$ cat config.mk
export PLATFORM = sky130hd
export DESIGN_NAME = kp_scanner
export DESIGN_NICKNAME = d
export VERILOG_FILES = /design/src/rtl/kp_scanner.sv
export SDC_FILE = /design/constraint.sdc
export NUM_CORES = 1
export LEC_CHECK = 0
export BUFFER_PORTS_ARGS = -buffer_cell sky130_fd_sc_hd__buf_4
export CAP_MARGIN = 20
export CORE_MARGIN = 1
export CORE_UTILIZATION = 40
export CTS_BUF_LIST = sky130_fd_sc_hd__clkbuf_4 sky130_fd_sc_hd__clkbuf_8
export CTS_CLUSTER_DIAMETER = 60
export DETAILED_ROUTE_END_ITERATION = 7
export GPL_TIMING_DRIVEN = 0
export PLACE_DENSITY_LB_ADDON = 0.2
export RECOVER_POWER = 50
export SETUP_SLACK_MARGIN = 0.4
export SYNTH_ARGS = -nofsm -noshare
export SYNTH_HDL_FRONTEND = slang
export SYNTH_SLANG_ARGS = --single-unit
$ cat constraint.sdc
create_clock -name clk -period 5.3 [get_ports clk]
set_clock_uncertainty 0.1 [all_clocks]
set_input_delay 0.265 -clock clk [delete_from_list [all_inputs] [get_ports clk]]
set_output_delay 0.265 -clock clk [all_outputs]
set_load 0.01 [all_outputs]
$ cat src/rtl/kp_scanner.sv
module kp_scanner #(
  parameter int CW = 8
) (
  input  logic          clk,
  input  logic          rst_n,
  input  logic          code_vld,
  input  logic [CW-1:0] code,
  output logic [7:0]    chr_out,
  output logic          chr_take,
  input  logic          chr_done,
  output logic          bksp_req,
  output logic          exec_req,
  input  logic          exec_fin
);
  localparam logic [CW-1:0] PFX_EXT = CW'('hE0);
  localparam logic [CW-1:0] PFX_REL = CW'('hF0);
  localparam logic [CW-1:0] K_DIV   = CW'('h4A);

  typedef enum logic [1:0] {S_IDLE, S_CHR, S_BKSP, S_EXEC} st_t;
  typedef enum logic [1:0] {K_NONE, K_CHR, K_BKSP, K_EXEC} kind_t;

  st_t   st;
  logic  ext_f, rel_f;
  kind_t kind;
  logic [7:0] asc;

  always_comb begin
    kind = K_NONE;
    asc  = 8'h00;
    if (ext_f) begin
      if (code == K_DIV) begin kind = K_CHR; asc = 8'h2F; end
    end else begin
      case (code)
        CW'('h70): begin kind = K_CHR; asc = 8'h30; end
        CW'('h69): begin kind = K_CHR; asc = 8'h31; end
        CW'('h72): begin kind = K_CHR; asc = 8'h32; end
        CW'('h7A): begin kind = K_CHR; asc = 8'h33; end
        CW'('h6B): begin kind = K_CHR; asc = 8'h34; end
        CW'('h73): begin kind = K_CHR; asc = 8'h35; end
        CW'('h74): begin kind = K_CHR; asc = 8'h36; end
        CW'('h6C): begin kind = K_CHR; asc = 8'h37; end
        CW'('h75): begin kind = K_CHR; asc = 8'h38; end
        CW'('h7D): begin kind = K_CHR; asc = 8'h39; end
        CW'('h79): begin kind = K_CHR; asc = 8'h2B; end
        CW'('h7B): begin kind = K_CHR; asc = 8'h2D; end
        CW'('h7C): begin kind = K_CHR; asc = 8'h2A; end
        CW'('h29): begin kind = K_CHR; asc = 8'h20; end
        CW'('h66): kind = K_BKSP;
        CW'('h5A): kind = K_EXEC;
        default:   kind = K_NONE;
      endcase
    end
  end

  wire idle = (st == S_IDLE);

  always_ff @(posedge clk) begin
    if (!rst_n) begin
      st      <= S_IDLE;
      ext_f   <= 1'b0;
      rel_f   <= 1'b0;
      chr_out <= 8'h00;
    end else begin
      case (st)
        S_IDLE: if (code_vld) begin
          if (code == PFX_EXT) begin
            ext_f <= 1'b1;
          end else if (code == PFX_REL) begin
            rel_f <= 1'b1;
          end else begin
            ext_f <= 1'b0;
            rel_f <= 1'b0;
            if (!rel_f) begin
              case (kind)
                K_CHR:   begin st <= S_CHR; chr_out <= asc; end
                K_BKSP:  st <= S_BKSP;
                K_EXEC:  st <= S_EXEC;
                default: st <= S_IDLE;
              endcase
            end
          end
        end
        S_CHR, S_BKSP: if (chr_done) st <= S_IDLE;
        S_EXEC:        if (exec_fin) st <= S_IDLE;
        default:       st <= S_IDLE;
      endcase
    end
  end

  assign chr_take = (st == S_CHR);
  assign bksp_req = (st == S_BKSP);
  assign exec_req = (st == S_EXEC) && !idle;
endmodule

# Word-level counts from Yosys, hierarchy flattened
# Cells that the tools add are included.
op_classes:
  n_bitwise: 3
  mux: 17
  n_eq_ne: 32
  reduce_logical: 9
op_table:
  columns: ["operator", "n"]
  rows:
  - ["8-bit by 7-bit == test with 1-bit output (second input constant)", 16]
  - ["6-bit case mux with 14 select lines", 1]
  - ["2-bit case mux with 3 select lines", 3]
  - ["8-bit == test (second input constant)", 2]
  - ["2-bit two-way mux", 7]
  - ["2-bit inequality test (second input constant)", 7]
  - ["14-bit OR reduction", 1]
  - ["6-bit AND reduction", 2]
  - ["2-bit == test (second input constant)", 4]
  - ["8-bit by 6-bit == test with 1-bit output (second input constant)", 1]
  - ["8-bit two-way mux", 1]
  - ["6-bit two-way mux", 1]
  - ["3-bit AND reduction", 2]
  - ["2-bit by 1-bit == test with 1-bit output (second input constant)", 2]
  - ["1-bit two-way mux", 4]
  - ["1-bit NOT", 3]
  - ["2-bit zero test", 1]
  - ["2-bit OR reduction", 1]
  - ["1-bit logical AND", 1]
  - ["1-bit zero test", 1]
totals:
  reg_bits: 12
  word_cells: 65
  in_bits: 13

# Depth between registers and ports, before layout
depth:
  word_depth: 11
  mapped_depth: 7
  mapped_depth_nobuf: 6

# Worst setup path before layout
# OpenSTA, ideal clock, no wires.
synth_path:
  path_kind: "reg2reg"
  startpoint: "reg ext_f"
  endpoint: "reg chr_out[2]"
  stages_incl_launch_ff: 7
  t_required_ns: 5.085
  n_path_buf: 1
  t_arrival_ns: 1.444
  period_less_slack_ns: 1.660
  slack_ns: 3.640
  path_cell_list: "dfxtp_1 buf_2 nor3_1 a32oi_1 o211a_1 a31o_1 and3_1"
synth_via:
  elab_chain_len: 3
synth_lines:
  columns: ["element", "line_no", "rtl"]
  rows:
  - ["start, declared", "23", "logic ext_f, rel_f;"]
  - ["start signal, assigned", "60", "ext_f <= 1'b0;"]
  - ["start signal, assigned", "67", "ext_f <= 1'b1;"]
  - ["start signal, assigned", "71", "ext_f <= 1'b0;"]
  - ["2-bit two-way mux", "30", "if (ext_f) begin"]
  - ["2-bit by 1-bit == test with 1-bit output", "74", "case (kind)"]
  - ["6-bit AND reduction (no line)", null, null]
  - ["end signal, assigned", "62", "chr_out <= 8'h00;"]
  - ["end signal, assigned", "75", "K_CHR: begin st <= S_CHR; chr_out <= asc; end"]
  - ["end, declared", "8", "output logic [7:0] chr_out,"]
# Several ways; a longest one is shown, not always the timed one.
# A chain may end at the register's enable or synchronous reset.

# Worst setup path in the final report
# Same ends and word-level chain as after synthesis.

==> PnR_summary.wiki <==
{| class="wikitable"
! Metric !! Value
|-
| Post-Synthesis Cells || 120
|-
| Number of fill cells in the layout || between 200 and 250
|-
| Period utilization || approximately 35%
|-
| Register area share after synthesis || roughly 22%
|-
| ANT cells || 0
|-
| Number of global-route vias before repair || between 800 and 900
|-
| Htree depth || 1
|-
| Die Footprint || about 2400 um2
|-
| Antenna Nets Post-Route || 0
|-
| Dominant combinational cell family by area after synthesis || simple AND/OR/NAND/NOR gates
|-
| Later-pin clock latency in the skew report || between 200 and 300 ps
|-
| Max Fanout on Critical Path || 9
|-
| Portion of total power attributed to combinational logic || 25.6%
|-
| Final setup viols || 0
|-
| Power per unit of standard cell area || around 180 nW/um2
|-
| Leftover overflow at the end of global routing || 0
|-
| Setup bufs post-CTS || 0
|-
| Final hold viol count || 0
|-
| Multiplexer fraction of the synthesized cell area || under 10%
|-
| Iteration-0 DRC count of the detailed router || 34
|-
| Crit end category || register
|-
| Relative area change from synthesis to final layout || 22.0%
|-
| Switching share of power || ~28%
|-
| Worst-case setup margin in the final layout || between 3000 and 4000 ps
|-
| Dominant register cell in the synthesized netlist || sky130_fd_sc_hd__dfxtp_1
|-
| Resized Gates After CTS || 0
|-
| Fraction of synthesized cell area in xor and xnor cells || 0%
|-
| Number of enable-type register cells in the synthesized netlist || 0
|-
| Via count || 951
|-
| Area occupied by multi-input gates || between 600 and 700 um2
|-
| Overall routed net length || ~2100 um
|-
| Estimated wirelength of the detail-placed design || roughly 1600 um
|-
| Share of total power in the clock network || 34.6%
|-
| Setup TNS || 0 ps
|-
| Clock tree from TritonCTS || done
|-
| Floorplan core area || between 2000 and 2500 um2
|-
| Detailed Routing Iterations Pass 1 || 4
|-
| CP required || between 5000 and 6000 ps
|-
| Wire length of the first global-routing pass || ~3400 um
|-
| Height of the die || slightly below 50 um
|-
| Die X-Extent || 49.4 um
|-
| Simple-Gate Fraction of Synth Area || roughly a third
|-
| Sw power || roughly 0.055 mW
|-
| Most frequent standard cell in the layout excluding fill and tap cells || sky130_fd_sc_hd__buf_4
|-
| Longest Clk Path Bufs || 2
|-
| Number of remaining DRC errors || 0
|-
| LEAKAGE || approximately 0.47 nW
|-
| Post-layout net count || between 150 and 200
|-
| Internal Dissipation || around 0.14 mW
|-
| Unrepaired setup endpoints after global routing || false
|-
| Via/cell ratio || roughly 5.5
|-
| GRT Overall Usage || between 15 and 20%
|-
| Max frequency || approximately 530 MHz
|-
| Adder and majority gate portion of the synthesized area || under 10%
|-
| Post-synthesis compound-gate area fraction || a little over a fifth
|-
| Time the worst path needs with I/O delays and setup || 1880 ps
|-
| Largest net degree at the start of global routing || 11
|-
| CP arrival || approximately 1900 ps
|-
| WL/cell || 12.1 um
|-
| CTS hold repair buffers || 0
|-
| Power, Total || 0.197 mW
|-
| Layout cell share with drive strength beyond 1 || 21.4%
|-
| Status || finished clean
|-
| Worst-path clk slew || 70 ps
|-
| Crit start category || register
|-
| Worst Hold Class || in -> reg
|-
| Register bit total from synthesis || 10
|-
| Async set-or-reset flop fraction in the synthesized netlist || 0%
|-
| Maximum Capacitance Violations || 0
|-
| Root Driver || sky130_fd_sc_hd__clkbuf_4
|-
| Pins over their slew limit || 0
|-
| Starting density of the core || roughly 44%
|-
| Area used by sequential logic in the layout || about 200 um2
|-
| Post-synth cell types || 44
|-
| TritonCTS Buffers || 3
|-
| Minimum setup slack after placement || roughly 3400 ps
|-
| I/O pins || 24
|-
| TritonCTS Sinks || 10
|-
| Critical Setup Path Class || reg -> reg
|-
| Sequential fraction of design power || 39.7%
|-
| Antenna violations before repair || 0
|-
| Most frequent cells in the layout || sky130_fd_sc_hd__buf_4 (16), sky130_fd_sc_hd__nand2_1 (15), sky130_fd_sc_hd__nor2_1 (11)
|-
| Worst IR Drop VDD || 0.151 mV
|-
| Number of warning messages in the yosys log || 0
|-
| Number of core rows || 16
|-
| Port bufs || 20
|-
| Global placer's final weighted congestion || about 0.83
|-
| Cell Area, Synth || 900 um2
|-
| Syn Area/Cell || approximately 7.5 um2
|}
==> cell families (layout without fill, tap and decap cells) <==
group,Yosys count,count (layout)
multiplexers,4,4
AND/OR/NAND/NOR,56,56
adder cells (fa/ha/maj),5,5
flip-flops,10,10
AO/OA/AOI/OAI,27,27
buffers and inverters,17,41
other,1,2
==> power by group through the flow <==
stage / sequential, mW / clock (mW) / combinational (mW)
floorplan: 0.0803 / 0 / 0.0332
global placement: 0.0799 / 0 / 0.0496
detailed placement: 0.0800 / 0 / 0.0508
CTS: 0.0783 / 0.0705 / 0.0512
global route: 0.0784 / 0.0730 / 0.0557
finish: 0.0782 / 0.0681 / 0.0505
==> final timing paths <==
| check | startpoint | to | slack, ps | cells after the start |
|---|---|---|---|---|
| setup / recovery | ext_f | chr_out[2] | 3420 | 6 |
| hold / removal | code_vld | rel_f | 180 | 3 |
| setup reg to reg | ext_f | chr_out[2] | 3420 | 6 |
| hold reg to reg | chr_out[3] | chr_out[3] | 360 | 2 |
==> area by class of cell <==
| cell class | count | share of cell area, % |
|---|---|---|
| Buffer | 9 | 4.68 |
| Clock buffer | 4 | 3.31 |
| Tap cell | 27 | 3.08 |
| Multi-Input combinational cell | 94 | 56.7 |
| Sequential cell | 10 | 18.2 |
| Inverter | 8 | 2.74 |
| Timing Repair Buffer | 20 | 11.3 |
==> state kept, by name (all words and copies together), names as in the netlist <==
register  count
ext_f         1
rel_f         1
chr_out       6
st            2
==> synth_stat cells, types with 3 or more instances <==
cell / count / area (um2)
sky130_fd_sc_hd__nand2_1: 15 / 56.3
sky130_fd_sc_hd__nor2_1: 11 / 41.3
sky130_fd_sc_hd__dfxtp_1: 10 / 200
sky130_fd_sc_hd__inv_1: 8 / 30.0
sky130_fd_sc_hd__nand3_1: 7 / 35.0
sky130_fd_sc_hd__buf_2: 5 / 25.0
sky130_fd_sc_hd__ha_1: 5 / 62.6
sky130_fd_sc_hd__o21ai_0: 5 / 25.0
sky130_fd_sc_hd__mux2i_1: 4 / 40.0
sky130_fd_sc_hd__nand2b_1: 4 / 25.0
sky130_fd_sc_hd__a21oi_1: 3 / 15.0
sky130_fd_sc_hd__buf_4: 3 / 22.5
==> worst max-delay path, cell delays in order (launching register included) <==
cell	delay [ps]
sky130_fd_sc_hd__dfxtp_1	300
sky130_fd_sc_hd__buf_2	160
sky130_fd_sc_hd__nor3_1	370
sky130_fd_sc_hd__a32oi_1	200
sky130_fd_sc_hd__o211a_1	290
sky130_fd_sc_hd__a31o_1	210
sky130_fd_sc_hd__and3_1	150
==> metal layers <==
metal | vias up | share of wire [%] | global-route usage (%)
met5 | - | 0 | 0
met4 | 0 | 0 | 3.81
met3 | 0 | 8.8 | 4.98
met2 | 32 | 49 | 30.8
met1 | 439 | 42 | 20.8
li1 | 480 | - | -
==> through the flow <==
stage | cells | utilization [%] | instance area [um2] | hold WS, ps
final | 172 | 53.7 | 1100 | 179
after global routing | 172 | 53.7 | 1100 | 192
after CTS | 172 | 55.0 | 1120 | 178
after detailed placement | 168 | 53.2 | 1090 | 354
after global placement | 168 | 53.2 | 1090 | 348
after floorplan | 121 | - | 903 | 315
No activity file was read; power rests on OpenSTA's default activity.
